===== config.mk =====
export PLATFORM = sky130hd
export DESIGN_NAME = vbi_line_enable
export DESIGN_NICKNAME = d
export VERILOG_FILES = /design/src/rtl/vbi_le_pkg.sv /design/src/rtl/vbi_le_rst_sync.sv /design/src/rtl/vbi_le_regs.sv /design/src/rtl/vbi_le_lookup.sv /design/src/rtl/vbi_le_out.sv /design/src/rtl/vbi_line_enable.sv
export SDC_FILE = /design/constraint.sdc
export NUM_CORES = 1
export LEC_CHECK = 0
export ABC_CLOCK_PERIOD_IN_PS = 1400
export BUFFER_PORTS_ARGS = -buffer_cell sky130_fd_sc_hd__clkbuf_2
export CORE_MARGIN = 2
export CORE_UTILIZATION = 40
export DETAILED_ROUTE_END_ITERATION = 8
export PLACE_DENSITY = 0.67
export SLEW_MARGIN = 15
export SYNTH_ARGS = -nofsm -noshare
export SYNTH_HDL_FRONTEND = slang
export SYNTH_SLANG_ARGS = --single-unit
export TNS_END_PERCENT = 100

===== constraint.sdc =====
create_clock -name clk -period 1.4 [get_ports clk]
set_input_delay 0.07 -clock clk [delete_from_list [all_inputs] [get_ports clk]]
set_output_delay 0.07 -clock clk [all_outputs]
set_load 0.02 [all_outputs]

===== src/rtl/vbi_le_pkg.sv =====
package vbi_le_pkg;

  typedef enum logic {
    STD_NTSC = 1'b0,
    STD_PAL  = 1'b1
  } vid_std_e;

  localparam int FLD_ODD  = 0;
  localparam int FLD_EVEN = 1;
  localparam int NUM_FLD  = 2;

endpackage


===== src/rtl/vbi_le_rst_sync.sv =====
module vbi_le_rst_sync #(
  parameter int STAGES = 2
) (
  input  logic clk,
  input  logic rst_n,
  output logic rst_n_sync_o
);

  logic [STAGES-1:0] sync_q;
  logic [STAGES-1:0] sync_nxt;

  always_comb begin
    sync_nxt = {sync_q[STAGES-2:0], 1'b1};
  end

  always_ff @(posedge clk or negedge rst_n) begin
    if (!rst_n) begin
      sync_q <= '0;
    end else begin
      sync_q <= sync_nxt;
    end
  end

  assign rst_n_sync_o = sync_q[STAGES-1];

endmodule


===== src/rtl/vbi_le_regs.sv =====
module vbi_le_regs
  import vbi_le_pkg::*;
#(
  parameter int ADDR_W    = 5,
  parameter int DATA_W    = 8,
  parameter int WIN_LINES = 16,
  parameter int BASE_ADDR = 'h15
) (
  input  logic                 clk,
  input  logic                 rst_ni,
  input  logic                 wr_en_i,
  input  logic [ADDR_W-1:0]    wr_addr_i,
  input  logic [DATA_W-1:0]    wr_data_i,
  output logic [WIN_LINES-1:0] odd_mask_o,
  output logic [WIN_LINES-1:0] even_mask_o
);

  localparam int BYTES = WIN_LINES / DATA_W;
  localparam int NREG  = NUM_FLD * BYTES;

  logic [NUM_FLD-1:0][WIN_LINES-1:0] mask_q;
  logic [NUM_FLD-1:0][WIN_LINES-1:0] mask_nxt;
  logic [NREG-1:0]                   hit;

  // One address decoder per byte register.
  for (genvar g = 0; g < NREG; g++) begin : g_dec
    assign hit[g] = (wr_addr_i == ADDR_W'(BASE_ADDR + g));
  end

  always_comb begin
    mask_nxt = mask_q;
    for (int g = 0; g < NREG; g++) begin
      if (hit[g]) begin
        mask_nxt[g / BYTES][(g % BYTES) * DATA_W +: DATA_W] = wr_data_i;
      end
    end
  end

  always_ff @(posedge clk or negedge rst_ni) begin
    if (!rst_ni) begin
      mask_q <= '0;
    end else if (wr_en_i) begin
      mask_q <= mask_nxt;
    end
  end

  assign odd_mask_o  = mask_q[FLD_ODD];
  assign even_mask_o = mask_q[FLD_EVEN];

endmodule


===== src/rtl/vbi_le_lookup.sv =====
module vbi_le_lookup #(
  parameter int LINE_W     = 10,
  parameter int WIN_LINES  = 16,
  parameter int FIRST_LINE = 7
) (
  input  logic [WIN_LINES-1:0] odd_mask_i,
  input  logic [WIN_LINES-1:0] even_mask_i,
  input  logic                 field_odd_i,
  input  logic [LINE_W-1:0]    line_num_i,
  output logic                 line_flag_o
);

  logic [WIN_LINES-1:0] mask_sel;

  assign mask_sel = field_odd_i ? odd_mask_i : even_mask_i;

  // Lines outside the window match no entry and keep the default 0.
  always_comb begin
    line_flag_o = 1'b0;
    for (int i = 0; i < WIN_LINES; i++) begin
      if (line_num_i == LINE_W'(FIRST_LINE + i)) begin
        line_flag_o = mask_sel[i];
      end
    end
  end

endmodule


===== src/rtl/vbi_le_out.sv =====
module vbi_le_out
  import vbi_le_pkg::*;
(
  input  logic clk,
  input  logic rst_ni,
  input  logic line_start_i,
  input  logic line_flag_i,
  input  logic mode_pal_i,
  output logic ped_suppress_o,
  output logic ttx_insert_o
);

  vid_std_e std;
  logic     ped_q, ped_nxt;
  logic     ttx_q, ttx_nxt;

  assign std = vid_std_e'(mode_pal_i);

  always_comb begin
    ped_nxt = line_flag_i && (std == STD_NTSC);
    ttx_nxt = line_flag_i && (std == STD_PAL);
  end

  always_ff @(posedge clk or negedge rst_ni) begin
    if (!rst_ni) begin
      ped_q <= 1'b0;
      ttx_q <= 1'b0;
    end else if (line_start_i) begin
      ped_q <= ped_nxt;
      ttx_q <= ttx_nxt;
    end
  end

  assign ped_suppress_o = ped_q;
  assign ttx_insert_o   = ttx_q;

endmodule


===== src/rtl/vbi_line_enable.sv =====
module vbi_line_enable #(
  parameter int ADDR_W     = 5,
  parameter int DATA_W     = 8,
  parameter int LINE_W     = 10,
  parameter int WIN_LINES  = 16,
  parameter int FIRST_LINE = 7,
  parameter int BASE_ADDR  = 'h15
) (
  input  logic              clk,
  input  logic              rst_n,
  input  logic              wr_en_i,
  input  logic [ADDR_W-1:0] wr_addr_i,
  input  logic [DATA_W-1:0] wr_data_i,
  input  logic              field_odd_i,
  input  logic [LINE_W-1:0] line_num_i,
  input  logic              mode_pal_i,
  input  logic              line_start_i,
  output logic              ped_suppress_o,
  output logic              ttx_insert_o
);

  logic                 rst_n_sync;
  logic [WIN_LINES-1:0] odd_mask;
  logic [WIN_LINES-1:0] even_mask;
  logic                 line_flag;

  vbi_le_rst_sync #(.STAGES(2)) u_rst_sync (
    .clk          (clk),
    .rst_n        (rst_n),
    .rst_n_sync_o (rst_n_sync)
  );

  vbi_le_regs #(
    .ADDR_W    (ADDR_W),
    .DATA_W    (DATA_W),
    .WIN_LINES (WIN_LINES),
    .BASE_ADDR (BASE_ADDR)
  ) u_regs (
    .clk         (clk),
    .rst_ni      (rst_n_sync),
    .wr_en_i     (wr_en_i),
    .wr_addr_i   (wr_addr_i),
    .wr_data_i   (wr_data_i),
    .odd_mask_o  (odd_mask),
    .even_mask_o (even_mask)
  );

  vbi_le_lookup #(
    .LINE_W     (LINE_W),
    .WIN_LINES  (WIN_LINES),
    .FIRST_LINE (FIRST_LINE)
  ) u_lookup (
    .odd_mask_i  (odd_mask),
    .even_mask_i (even_mask),
    .field_odd_i (field_odd_i),
    .line_num_i  (line_num_i),
    .line_flag_o (line_flag)
  );

  vbi_le_out u_out (
    .clk            (clk),
    .rst_ni         (rst_n_sync),
    .line_start_i   (line_start_i),
    .line_flag_i    (line_flag),
    .mode_pal_i     (mode_pal_i),
    .ped_suppress_o (ped_suppress_o),
    .ttx_insert_o   (ttx_insert_o)
  );

endmodule


==> out/summary.log, run 1 <==
qor: layout.multiInputGateArea 756 µm²
qor: run_status.outcome complete, but fails checks
qor: die.rows 23
qor: place.finalWeightedCongestion 0.901
qor: detailed_routing.drt-total-wl 3400 µm
qor: detailed_routing.drc_errors 0
qor: setup_path.timing.critical_path.max_delay_family compound AO/OA/AOI/OAI gates
qor: timing.clock-skew-final 0.0109 ns
qor: worst_hold_path.class_of_the_most_critical_hold_timing_path in -> reg
qor: clock_tree.clock_latency 0.28 ns
qor: global_route.number_of_global_route_vias_before_repair 1,213
qor: clock_tree.cts_root_buffer sky130_fd_sc_hd__clkbuf_8
qor: power.power.switching_fraction 0.243
qor: global_route.globalRouteOverflowTotal 0
qor: power.power.combinational.fraction 0.180
qor: detailed_routing.drt-vias-per-instance 5.33
qor: detailed_routing.wire_per_inst 16.0 µm
qor: global_route.global_route_wire_length_before_repair 5450 µm
qor: setup_path.worst_path_largest_cell_delay 0.48 ns
qor: place.preCtsSetupSlack -0.192 ns
qor: timing.setup_ws -0.195 ns
qor: run_status.violations_in_the_final_reports negative setup slack
qor: synth.per_instance_average_area_after_synthesis 14.2 µm²
qor: detailed_routing.vias_post_dr 1,135
qor: power.power_switching 589 µW
qor: place.post_dp_cell_area 1970 µm²
qor: detailed_routing.firstDrtPassIters 4
qor: layout.insertedDiodeCount 0
qor: layout.drive_gt1_frac 0.540
qor: synth.yosys_register_bits 36
qor: power.internal_power 1.84 mW
qor: synth.synth.lib_cells_used.distinct 29
qor: clock_tree.tritoncts done
qor: clock_tree.worst_setup_hold_path_clk_slew 0.07 ns
qor: clock_tree.cts_h_tree_lvls 2
qor: global_route.grt_antenna_before_repair 0
qor: power.p_leak 0.982 nW
qor: synth.synthesis.instances 118
qor: layout.finalNetCount 192
qor: die.floorplan.initialDensity 0.417
qor: setup_path.worst_path_max_delay_cell sky130_fd_sc_hd__mux4_2
qor: clock_tree.clockBufferDepth 2
qor: die.die_area 4740 µm²
qor: setup_path.timing.critical_path.fanout_max 2
qor: timing.fin_tns_setup -0.378 ns
qor: power.power.share.sequential 0.541
qor: place.hpwlAfterDp 2580 µm
qor: global_route.largest_net_degree_at_the_start_of_global_routing 35
qor: setup_path.worst-endpoint-arrival 1.76 ns
qor: setup_path.cp.required 1.57 ns
qor: setup_path.critical_path_class reg -> reg
qor: layout.final_util 0.511
qor: power.worst_ir_drop_vdd 0.528 mV
qor: clock_tree.cts_buffers 5
qor: setup_path.worstPathCellList mux4_2 -> a221oi_2 -> a31oi_1 -> a32oi_1 -> o21ai_1
qor: place.io_buffers 30
qor: setup_path.worst_setup_path_end_kind flip-flop
qor: place.numPlacedInstances 205
qor: clock_tree.cts.sinks 36
qor: global_route.global_route_usage_sum 0.165
qor: power.report.power.total 2.43 mW
qor: power.power.clock.fraction 0.279
qor: detailed_routing.initialDrtViolationCount 18
qor: die.num_io_pins 31
qor: synth.ys_warn_count 0
qor: layout.final_cell_area 2060 µm²
qor: synth.synthesis.nets 147
qor: layout.layoutNonFillerInstCount 213
qor: run.cap_viol_max_count 0
qor: detailed_routing.drtAntennaViolNets 0
qor: timing.hold_viol_final 0
qor: timing.max_freq 627 MHz
qor: timing.grt_setup_unrepaired yes
qor: die.die_w 68.8 µm
qor: power.cellPowerDensity 1180 nW/µm²
qor: clock_tree.cts.repair.resized 0
qor: die.placeableCoreArea 4030 µm²
qor: timing.setup_viol_count_final 2
qor: timing.final_max_slew_viol_count 0
qor: die.fp.dieH 68.8 µm
qor: layout.filler_cell_count 368
qor: synth.synth_seq_area_share 0.536
qor: synth.synth_area 1680 µm²
qor: layout.reg_area 901 µm²
qor: layout.syn_to_final_growth 22.6%
qor: setup_path.crit_buf_inv 0
qor: timing.final_period_utilization 1.14
qor: timing.whs 0.00865 ns
qor: timing.finalCriticalPeriod 1.59 ns
qor: setup_path.crit_path_start_kind flip-flop
registers in the layout, summed over array words and instances (netlist names):
| name | cells |
|---|---|
| u_rst_sync.sync_q | 2 |
| u_regs.even_mask_o | 16 |
| u_out.ttx_insert_o | 1 |
| u_out.ped_suppress_o | 1 |
| u_regs.odd_mask_o | 16 |
synthesized netlist by cell type:
master / count / share of area
sky130_fd_sc_hd__conb_1: 1 / 0.0022
sky130_fd_sc_hd__o21ai_0: 1 / 0.0030
sky130_fd_sc_hd__and4b_1: 1 / 0.0060
sky130_fd_sc_hd__a21o_1: 1 / 0.0045
sky130_fd_sc_hd__o211ai_1: 1 / 0.0045
sky130_fd_sc_hd__nor2_1: 1 / 0.0022
sky130_fd_sc_hd__and3b_1: 1 / 0.0052
sky130_fd_sc_hd__nand2_1: 6 / 0.013
sky130_fd_sc_hd__mux2_2: 35 / 0.23
sky130_fd_sc_hd__and2_1: 1 / 0.0037
sky130_fd_sc_hd__a311oi_1: 1 / 0.0052
sky130_fd_sc_hd__clkbuf_1: 2 / 0.0045
sky130_fd_sc_hd__o21ai_1: 3 / 0.0089
sky130_fd_sc_hd__a32oi_1: 2 / 0.010
sky130_fd_sc_hd__buf_4: 1 / 0.0045
sky130_fd_sc_hd__a221oi_1: 1 / 0.0052
sky130_fd_sc_hd__or3_1: 1 / 0.0037
sky130_fd_sc_hd__a22oi_1: 1 / 0.0045
sky130_fd_sc_hd__nand3_1: 2 / 0.0060
sky130_fd_sc_hd__inv_1: 4 / 0.0089
sky130_fd_sc_hd__dfrtp_1: 36 / 0.54
sky130_fd_sc_hd__o21a_1: 1 / 0.0045
sky130_fd_sc_hd__nor2b_1: 1 / 0.0037
sky130_fd_sc_hd__nor4b_1: 1 / 0.0052
sky130_fd_sc_hd__mux4_2: 6 / 0.080
sky130_fd_sc_hd__nor3b_1: 1 / 0.0045
sky130_fd_sc_hd__or4_1: 2 / 0.0089
sky130_fd_sc_hd__mux2i_1: 2 / 0.012
sky130_fd_sc_hd__a31oi_1: 1 / 0.0037
power by group through the flow:
stage	Clock (mW)	Combinational (mW)	Sequential, mW
after floorplan	0	0.303	1.31
after detailed placement	0	0.441	1.33
after global placement	0	0.421	1.32
after CTS	0.705	0.444	1.31
after global routing	0.751	0.480	1.33
final	0.678	0.436	1.31
path summary, 6_finish.rpt:
path                                                   start                                  to  slack, ns  cells past startpoint
setup / recovery           u_regs.odd_mask_o[15]$_DFFE_PN0P_    u_out.ped_suppress_o$_DFFE_PN0P_      -0.19                      5
hold / removal                                    mode_pal_i    u_out.ped_suppress_o$_DFFE_PN0P_      0.009                      2
setup reg to reg           u_regs.odd_mask_o[15]$_DFFE_PN0P_    u_out.ped_suppress_o$_DFFE_PN0P_      -0.19                      5
hold reg to reg               u_rst_sync.sync_q[1]$_DFF_PN0_  u_regs.even_mask_o[15]$_DFFE_PN0P_       0.27                      1
max in group asynchronous     u_rst_sync.sync_q[1]$_DFF_PN0_    u_regs.odd_mask_o[0]$_DFFE_PN0P_       0.82                      1
min in group asynchronous                              rst_n      u_rst_sync.sync_q[0]$_DFF_PN0_       0.11                      2
cell type report:
cell class / count / area share
multi-input cells: 75 / 0.367
flip-flops and latches: 36 / 0.437
clock inverters: 1 / 0.00243
well taps: 50 / 0.0304
repair buffers: 41 / 0.120
inverters: 4 / 0.00729
clock buffers: 6 / 0.0352
cells by family after synthesis:
family,count (synthesis),synth area share
compound gates,13,0.0544
flops,36,0.536
buf+inv,7,0.0179
simple gates,18,0.0626
other cells,1,0.00223
mux,43,0.327
metal layers:
layer,GRT usage,share of wire,vias to the layer above
li1,-,-,531
met1,0.201,0.42,562
met2,0.269,0.51,38
met3,0.0519,0.059,4
met4,0.0735,0.016,0
met5,0,0,-
repair_timing:
action	in CTS	in global routing
hold endpoints to repair	2	0
hold buffers	1	0
pin swaps	0	1
buffers inserted	0	0
endpoints found under the setup margin	2	2
placed cells by master (no fill, tap or decap):
master                          Yosys  routed
sky130_fd_sc_hd__clkbuf_8           0       5
sky130_fd_sc_hd__clkbuf_2           0      30
sky130_fd_sc_hd__a32oi_1            2       2
sky130_fd_sc_hd__a22oi_1            1       1
sky130_fd_sc_hd__nand2_1            6       6
sky130_fd_sc_hd__nand3_1            2       2
sky130_fd_sc_hd__buf_4              1       9
sky130_fd_sc_hd__or3_1              1       1
sky130_fd_sc_hd__nor3b_1            1       1
sky130_fd_sc_hd__dfrtp_1           36      36
sky130_fd_sc_hd__and3b_1            1       1
sky130_fd_sc_hd__mux4_2             6       6
sky130_fd_sc_hd__and4b_1            1       1
sky130_fd_sc_hd__a31oi_1            1       1
sky130_fd_sc_hd__a21o_1             1       1
sky130_fd_sc_hd__a311oi_1           1       1
sky130_fd_sc_hd__dlygate4sd3_1      0       1
sky130_fd_sc_hd__and2_1             1       1
sky130_fd_sc_hd__clkbuf_1           2       1
sky130_fd_sc_hd__nor4b_1            1       1
sky130_fd_sc_hd__nor2_1             1       1
sky130_fd_sc_hd__mux2_2            35      35
sky130_fd_sc_hd__buf_12             0       1
sky130_fd_sc_hd__o21ai_1            3       3
sky130_fd_sc_hd__clkinv_2           0       1
sky130_fd_sc_hd__mux2i_1            2       2
sky130_fd_sc_hd__o211ai_1           1       1
sky130_fd_sc_hd__inv_1              4       4
sky130_fd_sc_hd__o21a_1             1       1
sky130_fd_sc_hd__nor2b_1            1       1
sky130_fd_sc_hd__conb_1             1       1
sky130_fd_sc_hd__a221oi_2           0       1
sky130_fd_sc_hd__or4_1              2       2
sky130_fd_sc_hd__o21ai_0            1       1
(Power assumes the default switching activity.)
==> inputs of run 2 (changes only) <==
- CELL_PAD_IN_SITES_DETAIL_PLACEMENT: not set -> 1
- CELL_PAD_IN_SITES_GLOBAL_PLACEMENT: not set -> 2
- CORE_UTILIZATION: 40 -> 37
- PLACE_DENSITY: 0.67 -> 0.83
==> run 2 against run 1 <==
The run still ends with negative setup slack left. Clock skew decreased by 0.0024 ns. First-iteration DRC count grew to 3.4 times the previous value. Utilization fell by 2.4 points. Critical path depth did not move. Fmax down 0.74%. Setup slack worse by 0.012 ns. Design area is 3.0% higher. Sequential share of layout area shrank 1.3 points. Non-clock buffer count grew 2. Critical path type unchanged. Critical endpoint is now u_out.ttx_insert_o$_DFFE_PN0P_. Highest routed layer unchanged.
==> out/summary.log, run 2 (same netlist as run 1, synthesis figures left out) <==
qor: setup_path.worstRegToRegCells 5 [unchanged]
qor: setup_path.worst_path_largest_cell_delay 0.47 ns [about the same]
qor: layout.drive_gt1_frac 0.542 [+0.00229]
qor: setup_path.crit_path_start_kind flip-flop
qor: place.finalWeightedCongestion 0.741 [-18%]
qor: run.cap_viol_max_count 0 [unchanged]
qor: setup_path.critical_path_class reg -> reg
qor: detailed_routing.wire_per_inst 17.0 µm [+6.4%]
qor: setup_path.crit-reg2reg-launch u_regs.odd_mask_o[13]$_DFFE_PN0P_
qor: setup_path.timing.critical_path.fanout_max 2 [unchanged]
qor: layout.filler_cell_count 451 [+23%]
qor: clock_tree.worst_setup_hold_path_clk_slew 0.07 ns [about the same]
qor: layout.final_cell_area 2120 µm² [+3.0%]
qor: global_route.groute.layer.met3.usage 0.0464 [-0.00553]
qor: global_route.largest_net_degree_at_the_start_of_global_routing 35 [unchanged]
qor: die.rows 24 [+4.3%]
qor: global_route.use_met2 0.291 [+0.0219]
qor: global_route.grtUsageMet1 0.206 [+0.00471]
qor: timing.finalCriticalPeriod 1.61 ns [+0.0119 ns]
qor: power.power_switching 618 µW [+4.9%]
qor: detailed_routing.drtAntennaViolNets 0 [unchanged]
qor: worst_hold_path.class_of_the_most_critical_hold_timing_path in -> reg
qor: detailed_routing.vias_post_dr 1,153 [+1.6%]
qor: global_route.global_route.peak_usage_layer met2
qor: clock_tree.tritoncts done
qor: layout.finalNetCount 194 [+1.0%]
qor: clock_tree.clockBufferDepth 2 [unchanged]
qor: timing.final_period_utilization 1.15 [+0.00847]
qor: layout.final_util 0.487 [-0.0238]
qor: setup_path.timing.critical_path.max_delay_family compound AO/OA/AOI/OAI gates
qor: detailed_routing.drt-vias-per-instance 5.29 [-0.74%]
qor: layout.syn_to_final_growth 26.3%
qor: detailed_routing.firstDrtPassIters 4 [unchanged]
qor: run_status.violations_in_the_final_reports negative setup slack
qor: setup_path.r2r_setup_slack -0.21 ns [about the same]
qor: setup_path.worst_r2r_endpoint u_out.ttx_insert_o$_DFFE_PN0P_
qor: place.io_buffers 30 [unchanged]
qor: timing.fin_tns_setup -0.391 ns [-0.0133 ns]
qor: setup_path.crit_buf_inv 0 [unchanged]
qor: power.report.power.total 2.66 mW [+9.7%]
qor: timing.final_max_slew_viol_count 0 [unchanged]
qor: worst_hold_path.hold_ep u_regs.even_mask_o[11]$_DFFE_PN0P_
qor: die.die_area 5100 µm² [+7.6%]
qor: setup_path.cp.required 1.56 ns [about the same]
qor: layout.layout_common_cells 36 x sky130_fd_sc_hd__dfrtp_1, 35 x sky130_fd_sc_hd__mux2_2, 30 x sky130_fd_sc_hd__clkbuf_2
qor: run_status.outcome complete, but fails checks
qor: die.fp.dieH 71.4 µm [+3.7%]
qor: place.post_dp_cell_area 1990 µm² [+1.1%]
qor: setup_path.worstPathCellList mux4_2 -> a221oi_2 -> a31oi_1 -> a32oi_1 -> o21ai_1
qor: global_route.grt_antenna_before_repair 0 [unchanged]
qor: power.worst_ir_drop_vdd 0.619 mV [+17%]
qor: timing.setup_viol_count_final 2 [unchanged]
qor: power.power.share.sequential 0.494 [-0.047]
qor: detailed_routing.drt-total-wl 3700 µm [+8.9%]
qor: power.internal_power 2.04 mW [+11%]
qor: layout.layout_commonest_cell sky130_fd_sc_hd__dfrtp_1
qor: setup_path.worst_setup_path_end_kind flip-flop
qor: timing.max_freq 622 MHz [-0.74%]
qor: clock_tree.cts.sinks 36 [unchanged]
qor: power.power.switching_fraction 0.232 [-0.0106]
qor: timing.setup_ws -0.207 ns [-0.0119 ns]
qor: worst_hold_path.whs_path_depth 2 [unchanged]
qor: timing.clock-skew-final 0.00850 ns [-0.00240 ns]
qor: layout.insertedDiodeCount 0 [unchanged]
qor: setup_path.worst-endpoint-arrival 1.77 ns [about the same]
qor: power.power.clock.fraction 0.331 [+0.052]
qor: global_route.global_route_usage_sum 0.170 [+0.00435]
qor: die.floorplan.initialDensity 0.386 [-0.0312]
qor: timing.hold_viol_final 0 [unchanged]
qor: power.p_leak 1.01 nW [+2.6%]
qor: global_route.number_of_global_route_vias_before_repair 1,359 [+12%]
qor: die.placeableCoreArea 4350 µm² [+8.1%]
qor: clock_tree.cts_buffers 5 [unchanged]
qor: clock_tree.cts_root_buffer sky130_fd_sc_hd__clkbuf_8
qor: layout.multiInputGateArea 756 µm² [unchanged]
qor: timing.grt_setup_unrepaired yes
qor: clock_tree.clock_latency 0.28 ns [about the same]
qor: power.cellPowerDensity 1250 nW/µm² [+6.4%]
qor: setup_path.worst_path_max_delay_cell sky130_fd_sc_hd__mux4_2
qor: layout.reg_area 901 µm² [unchanged]
qor: global_route.global_route_wire_length_before_repair 6570 µm [+20%]
qor: power.power.combinational.fraction 0.174 [-0.006]
qor: detailed_routing.initialDrtViolationCount 62 [+44]
qor: clock_tree.cts_h_tree_lvls 2 [unchanged]
qor: timing.whs 0.0684 ns [+0.0597 ns]
qor: die.num_io_pins 31 [unchanged]
qor: die.die_w 71.4 µm [+3.7%]
qor: place.hpwlAfterDp 2840 µm [+10%]
qor: detailed_routing.drc_errors 0 [unchanged]
qor: worst_hold_path.worstHoldStart wr_data_i[3]
qor: global_route.globalRouteOverflowTotal 0 [unchanged]
run 2: area by class of cell:
cell class | instances | share of cell area
Timing Repair Buffer | 43 | 0.131
Clock inverter | 2 | 0.0165
Sequential cell | 36 | 0.425
Multi-Input combinational cell | 75 | 0.356
Clock buffer | 6 | 0.0342
Tap cell | 52 | 0.0307
Inverter | 4 | 0.00708
run 2: how the worst max path moves through the flow:
stage / start / endpoint / slack, ns / cells past startpoint
floorplan: u_regs.odd_mask_o[15]$_DFFE_PN0P_ / u_out.ped_suppress_o$_DFFE_PN0P_ / -0.08 / 5
global placement: line_num_i[9] / u_out.ttx_insert_o$_DFFE_PN0P_ / -0.15 / 6
detailed placement: u_regs.odd_mask_o[15]$_DFFE_PN0P_ / u_out.ttx_insert_o$_DFFE_PN0P_ / -0.20 / 5
CTS: u_regs.odd_mask_o[15]$_DFFE_PN0P_ / u_out.ttx_insert_o$_DFFE_PN0P_ / -0.21 / 5
global route: u_regs.odd_mask_o[15]$_DFFE_PN0P_ / u_out.ped_suppress_o$_DFFE_PN0P_ / -0.36 / 5
finish: u_regs.odd_mask_o[13]$_DFFE_PN0P_ / u_out.ttx_insert_o$_DFFE_PN0P_ / -0.21 / 5
run 2: metal layers:
metal | share of wire | vias up
met3 | 0.038 | 2
met1 | 0.41 | 594
met5 | 0 | -
met2 | 0.55 | 20
met4 | 0.0078 | 0
li1 | - | 537
run 2: power by group through the flow:
| stage | Sequential [mW] | Clock [mW] | Combinational (mW) |
|---|---|---|---|
| 4_1_cts | 1.32 | 0.906 | 0.472 |
| 3_5_place_dp | 1.34 | 0 | 0.464 |
| 3_3_place_gp | 1.31 | 0 | 0.445 |
| 2_1_floorplan | 1.31 | 0 | 0.303 |
| 5_1_grt | 1.34 | 0.973 | 0.510 |
| 6_report | 1.32 | 0.882 | 0.463 |
run 2: stage by stage:
| stage | cells | worst slack, ns |
|---|---|---|
| finish | 218 | -0.207 |
| floorplan | 118 | -0.0787 |
| global placement | 208 | -0.145 |
| CTS | 218 | -0.214 |
| global route | 218 | -0.357 |
| detailed placement | 208 | -0.203 |
run 2: worst reg2reg max path, delay by kind of cell, from the launching register on:
family,cells,cell delay (ns)
AO/OA/AOI/OAI,4,0.63
multiplexers,1,0.47
flip-flops,1,0.39
run 2: what timing repair did:
item / 4_1_cts / 5_1_grt
setup endpoints to repair: 2 / 2
buffers inserted: 0 / 0
endpoints found under the hold margin: 3 / 0
resized for setup: 0 / 0
hold buffers: 2 / 0
==> inputs of run 3 (changes only) <==
--- a/config.mk
+++ b/config.mk
@@ -10,4 +10,5 @@
 export CELL_PAD_IN_SITES_DETAIL_PLACEMENT = 1
 export CELL_PAD_IN_SITES_GLOBAL_PLACEMENT = 2
+export CORE_ASPECT_RATIO = 1.2
 export CORE_MARGIN = 2
 export CORE_UTILIZATION = 37
==> constraint.sdc (replaced) <==
create_clock -name clk -period 1.4 [get_ports clk]
set_input_delay 0.14 -clock clk [delete_from_list [all_inputs] [get_ports clk]]
set_output_delay 0.14 -clock clk [all_outputs]
set_load 0.02 [all_outputs]
==> run 3 against run 2 <==
The flow still finishes with violations (negative setup slack). Non-clock buffer count down 2. Clock skew down 0.0039 ns. Sequential share of layout area up 0.87 points. Design area down 2.0%. Critical path type unchanged. Largest power group unchanged. Highest routed layer unchanged.
==> out/summary.log, run 3 (same netlist as run 1, synthesis figures left out) <==
qor: clock_tree.cts_root_buffer sky130_fd_sc_hd__clkbuf_8
qor: detailed_routing.drt-vias-per-instance 5.26 [-0.57%]
qor: detailed_routing.vias_post_dr 1,157 [+0.35%]
qor: power.worst_ir_drop_vdd 0.586 mV [-5.3%]
qor: worst_hold_path.class_of_the_most_critical_hold_timing_path in -> reg
qor: global_route.global_route_wire_length_before_repair 6340 µm [-3.5%]
qor: global_route.global_route_usage_sum 0.170 [+0.000294]
qor: layout.filler_cell_count 454 [+0.67%]
qor: clock_tree.cts_buffers 5 [unchanged]
qor: run.cap_viol_max_count 0 [unchanged]
qor: detailed_routing.wire_per_inst 17.1 µm [+0.83%]
qor: place.io_buffers 30 [unchanged]
qor: detailed_routing.drc_errors 0 [unchanged]
qor: power.cellPowerDensity 1210 nW/µm² [-3.9%]
qor: timing.grt_setup_unrepaired yes
qor: die.rows 26 [+8.3%]
qor: setup_path.timing.critical_path.fanout_max 2 [unchanged]
qor: place.finalWeightedCongestion 0.809 [+9.2%]
qor: setup_path.r2r_setup_slack -0.26 ns [-0.05 ns]
qor: layout.finalNetCount 192 [-1.0%]
qor: setup_path.crit_path_start_kind flip-flop
qor: timing.setup_viol_count_final 2 [unchanged]
qor: die.fp.dieH 77.8 µm [+9.0%]
qor: layout.syn_to_final_growth 23.8%
qor: timing.max_freq 602 MHz [-3.2%]
qor: die.die_area 5100 µm² [about the same]
qor: place.preCtsSetupSlack -0.298 ns [-0.0945 ns]
qor: detailed_routing.initialDrtViolationCount 23 [-63%]
qor: clock_tree.clock_latency 0.28 ns [about the same]
qor: detailed_routing.firstDrtPassIters 4 [unchanged]
qor: setup_path.worst-endpoint-arrival 1.82 ns [+0.05 ns]
qor: run_status.outcome complete, but fails checks
qor: die.placeableCoreArea 4330 µm² [-0.63%]
qor: setup_path.critical_path_class reg -> reg
qor: die.num_io_pins 31 [unchanged]
qor: clock_tree.worst_setup_hold_path_clk_slew 0.07 ns [about the same]
qor: setup_path.cp.required 1.56 ns [about the same]
qor: timing.setup_ws -0.261 ns [-0.0539 ns]
qor: power.p_leak 0.986 nW [-2.1%]
qor: layout.insertedDiodeCount 0 [unchanged]
qor: global_route.largest_net_degree_at_the_start_of_global_routing 35 [unchanged]
qor: timing.final_max_slew_viol_count 0 [unchanged]
qor: layout.drive_gt1_frac 0.537 [-0.00558]
qor: clock_tree.cts.sinks 36 [unchanged]
qor: layout.layout_commonest_cell sky130_fd_sc_hd__dfrtp_1
qor: place.hpwlAfterDp 2920 µm [+2.9%]
qor: setup_path.worst_setup_path_end_kind flip-flop
qor: detailed_routing.drtAntennaViolNets 0 [unchanged]
qor: timing.hold_viol_final 0 [unchanged]
qor: global_route.globalRouteOverflowTotal 0 [unchanged]
qor: timing.final_period_utilization 1.19 [+0.0385]
qor: detailed_routing.drt-total-wl 3760 µm [+1.8%]
qor: clock_tree.cts_h_tree_lvls 2 [unchanged]
qor: clock_tree.tritoncts done
qor: run_status.violations_in_the_final_reports negative setup slack
qor: die.die_w 65.5 µm [-8.2%]
qor: die.floorplan.initialDensity 0.388 [+0.00246]
qor: clock_tree.clockBufferDepth 2 [unchanged]
qor: layout.layout_common_cells 36 x sky130_fd_sc_hd__dfrtp_1, 35 x sky130_fd_sc_hd__mux2_2, 30 x sky130_fd_sc_hd__clkbuf_2
qor: global_route.number_of_global_route_vias_before_repair 1,325 [-2.5%]
qor: layout.final_cell_area 2080 µm² [-2.0%]
qor: global_route.grt_antenna_before_repair 0 [unchanged]
qor: timing.finalCriticalPeriod 1.66 ns [+0.0539 ns]
qor: place.post_dp_cell_area 1980 µm² [-0.75%]
qor: timing.clock-skew-final 0.00462 ns [-0.00388 ns]
==> run 3: changes by cell type in the layout (fill, tap and decap cells not counted), sizes merged <==
cell | previous run | this run
bufinv | 1 | 0
clkbuf | 36 | 38
dlygate4sd3 | 2 | 1
clkinv | 1 | 0
buf | 11 | 10
==> run 3: power by group <==
part,switching [mW],total (mW),internal (mW),leakage (nW)
clock,0.340,0.741,0.401,0.0455
sequential,0.0908,1.31,1.22,0.460
combinational,0.170,0.451,0.281,0.481
==> run 3: metal layers <==
layer | up-vias | track usage | part of all wire
met1 | 589 | 0.180 | 0.38
met4 | 0 | 0.0625 | 0.015
met2 | 29 | 0.310 | 0.56
met3 | 5 | 0.0507 | 0.044
met5 | - | 0 | 0
li1 | 534 | - | -
==> run 3: worst paths after layout <==
kind                                                   startpoint                            endpoint  depth (start not counted)
worst max register to register  u_regs.odd_mask_o[15]$_DFFE_PN0P_      u_out.ttx_insert_o$_DFFE_PN0P_                          5
worst max-delay path            u_regs.odd_mask_o[15]$_DFFE_PN0P_      u_out.ttx_insert_o$_DFFE_PN0P_                          5
min in group asynchronous                                   rst_n      u_rst_sync.sync_q[0]$_DFF_PN0_                          2
max in group asynchronous          u_rst_sync.sync_q[1]$_DFF_PN0_   u_regs.odd_mask_o[12]$_DFFE_PN0P_                          1
worst min-delay path                                   mode_pal_i    u_out.ped_suppress_o$_DFFE_PN0P_                          2
worst min register to register     u_rst_sync.sync_q[1]$_DFF_PN0_  u_regs.even_mask_o[11]$_DFFE_PN0P_                          1
==> run 3: final cells by class <==
class	instances	area, µm²	area share
clock buffers	8	90.1	0.0433
repair buffers	41	248	0.119
well taps	56	70.1	0.0337
multi-input cells	75	756	0.363
flip-flops and latches	36	901	0.433
inverters	4	15.0	0.00722
==> run 3: repair_timing <==
item	CTS	global route
hold buffers	1	0
gates resized for setup	0	0
setup endpoints to repair	2	2
setup buffers	0	0
endpoints found under the hold margin	2	0
pin swaps	0	0
cloned	0	0
==> run 3: stage by stage <==
| stage | setup TNS, ns | total power [mW] | instances | utilization | hold slack (ns) |
|---|---|---|---|---|---|
| 2_1_floorplan | -0.157 | 1.61 | 118 | - | -0.156 |
| 3_3_place_gp | -0.365 | 1.74 | 211 | 0.457 | -0.0740 |
| 3_5_place_dp | -0.587 | 1.79 | 211 | 0.457 | -0.0736 |
| 4_1_cts | -0.516 | 2.55 | 220 | 0.481 | 0.0698 |
| 5_1_grt | -0.647 | 2.66 | 220 | 0.481 | 0.0913 |
| 6_report | -0.518 | 2.51 | 220 | 0.481 | 0.0852 |
==> run 3: critical path, cell delays in order (launching register included) <==
cell                       delay, ns
sky130_fd_sc_hd__dfrtp_1        0.38
sky130_fd_sc_hd__mux4_2         0.50
sky130_fd_sc_hd__a221oi_2       0.26
sky130_fd_sc_hd__a31oi_1        0.10
sky130_fd_sc_hd__a32oi_1        0.20
sky130_fd_sc_hd__o21ai_1        0.09
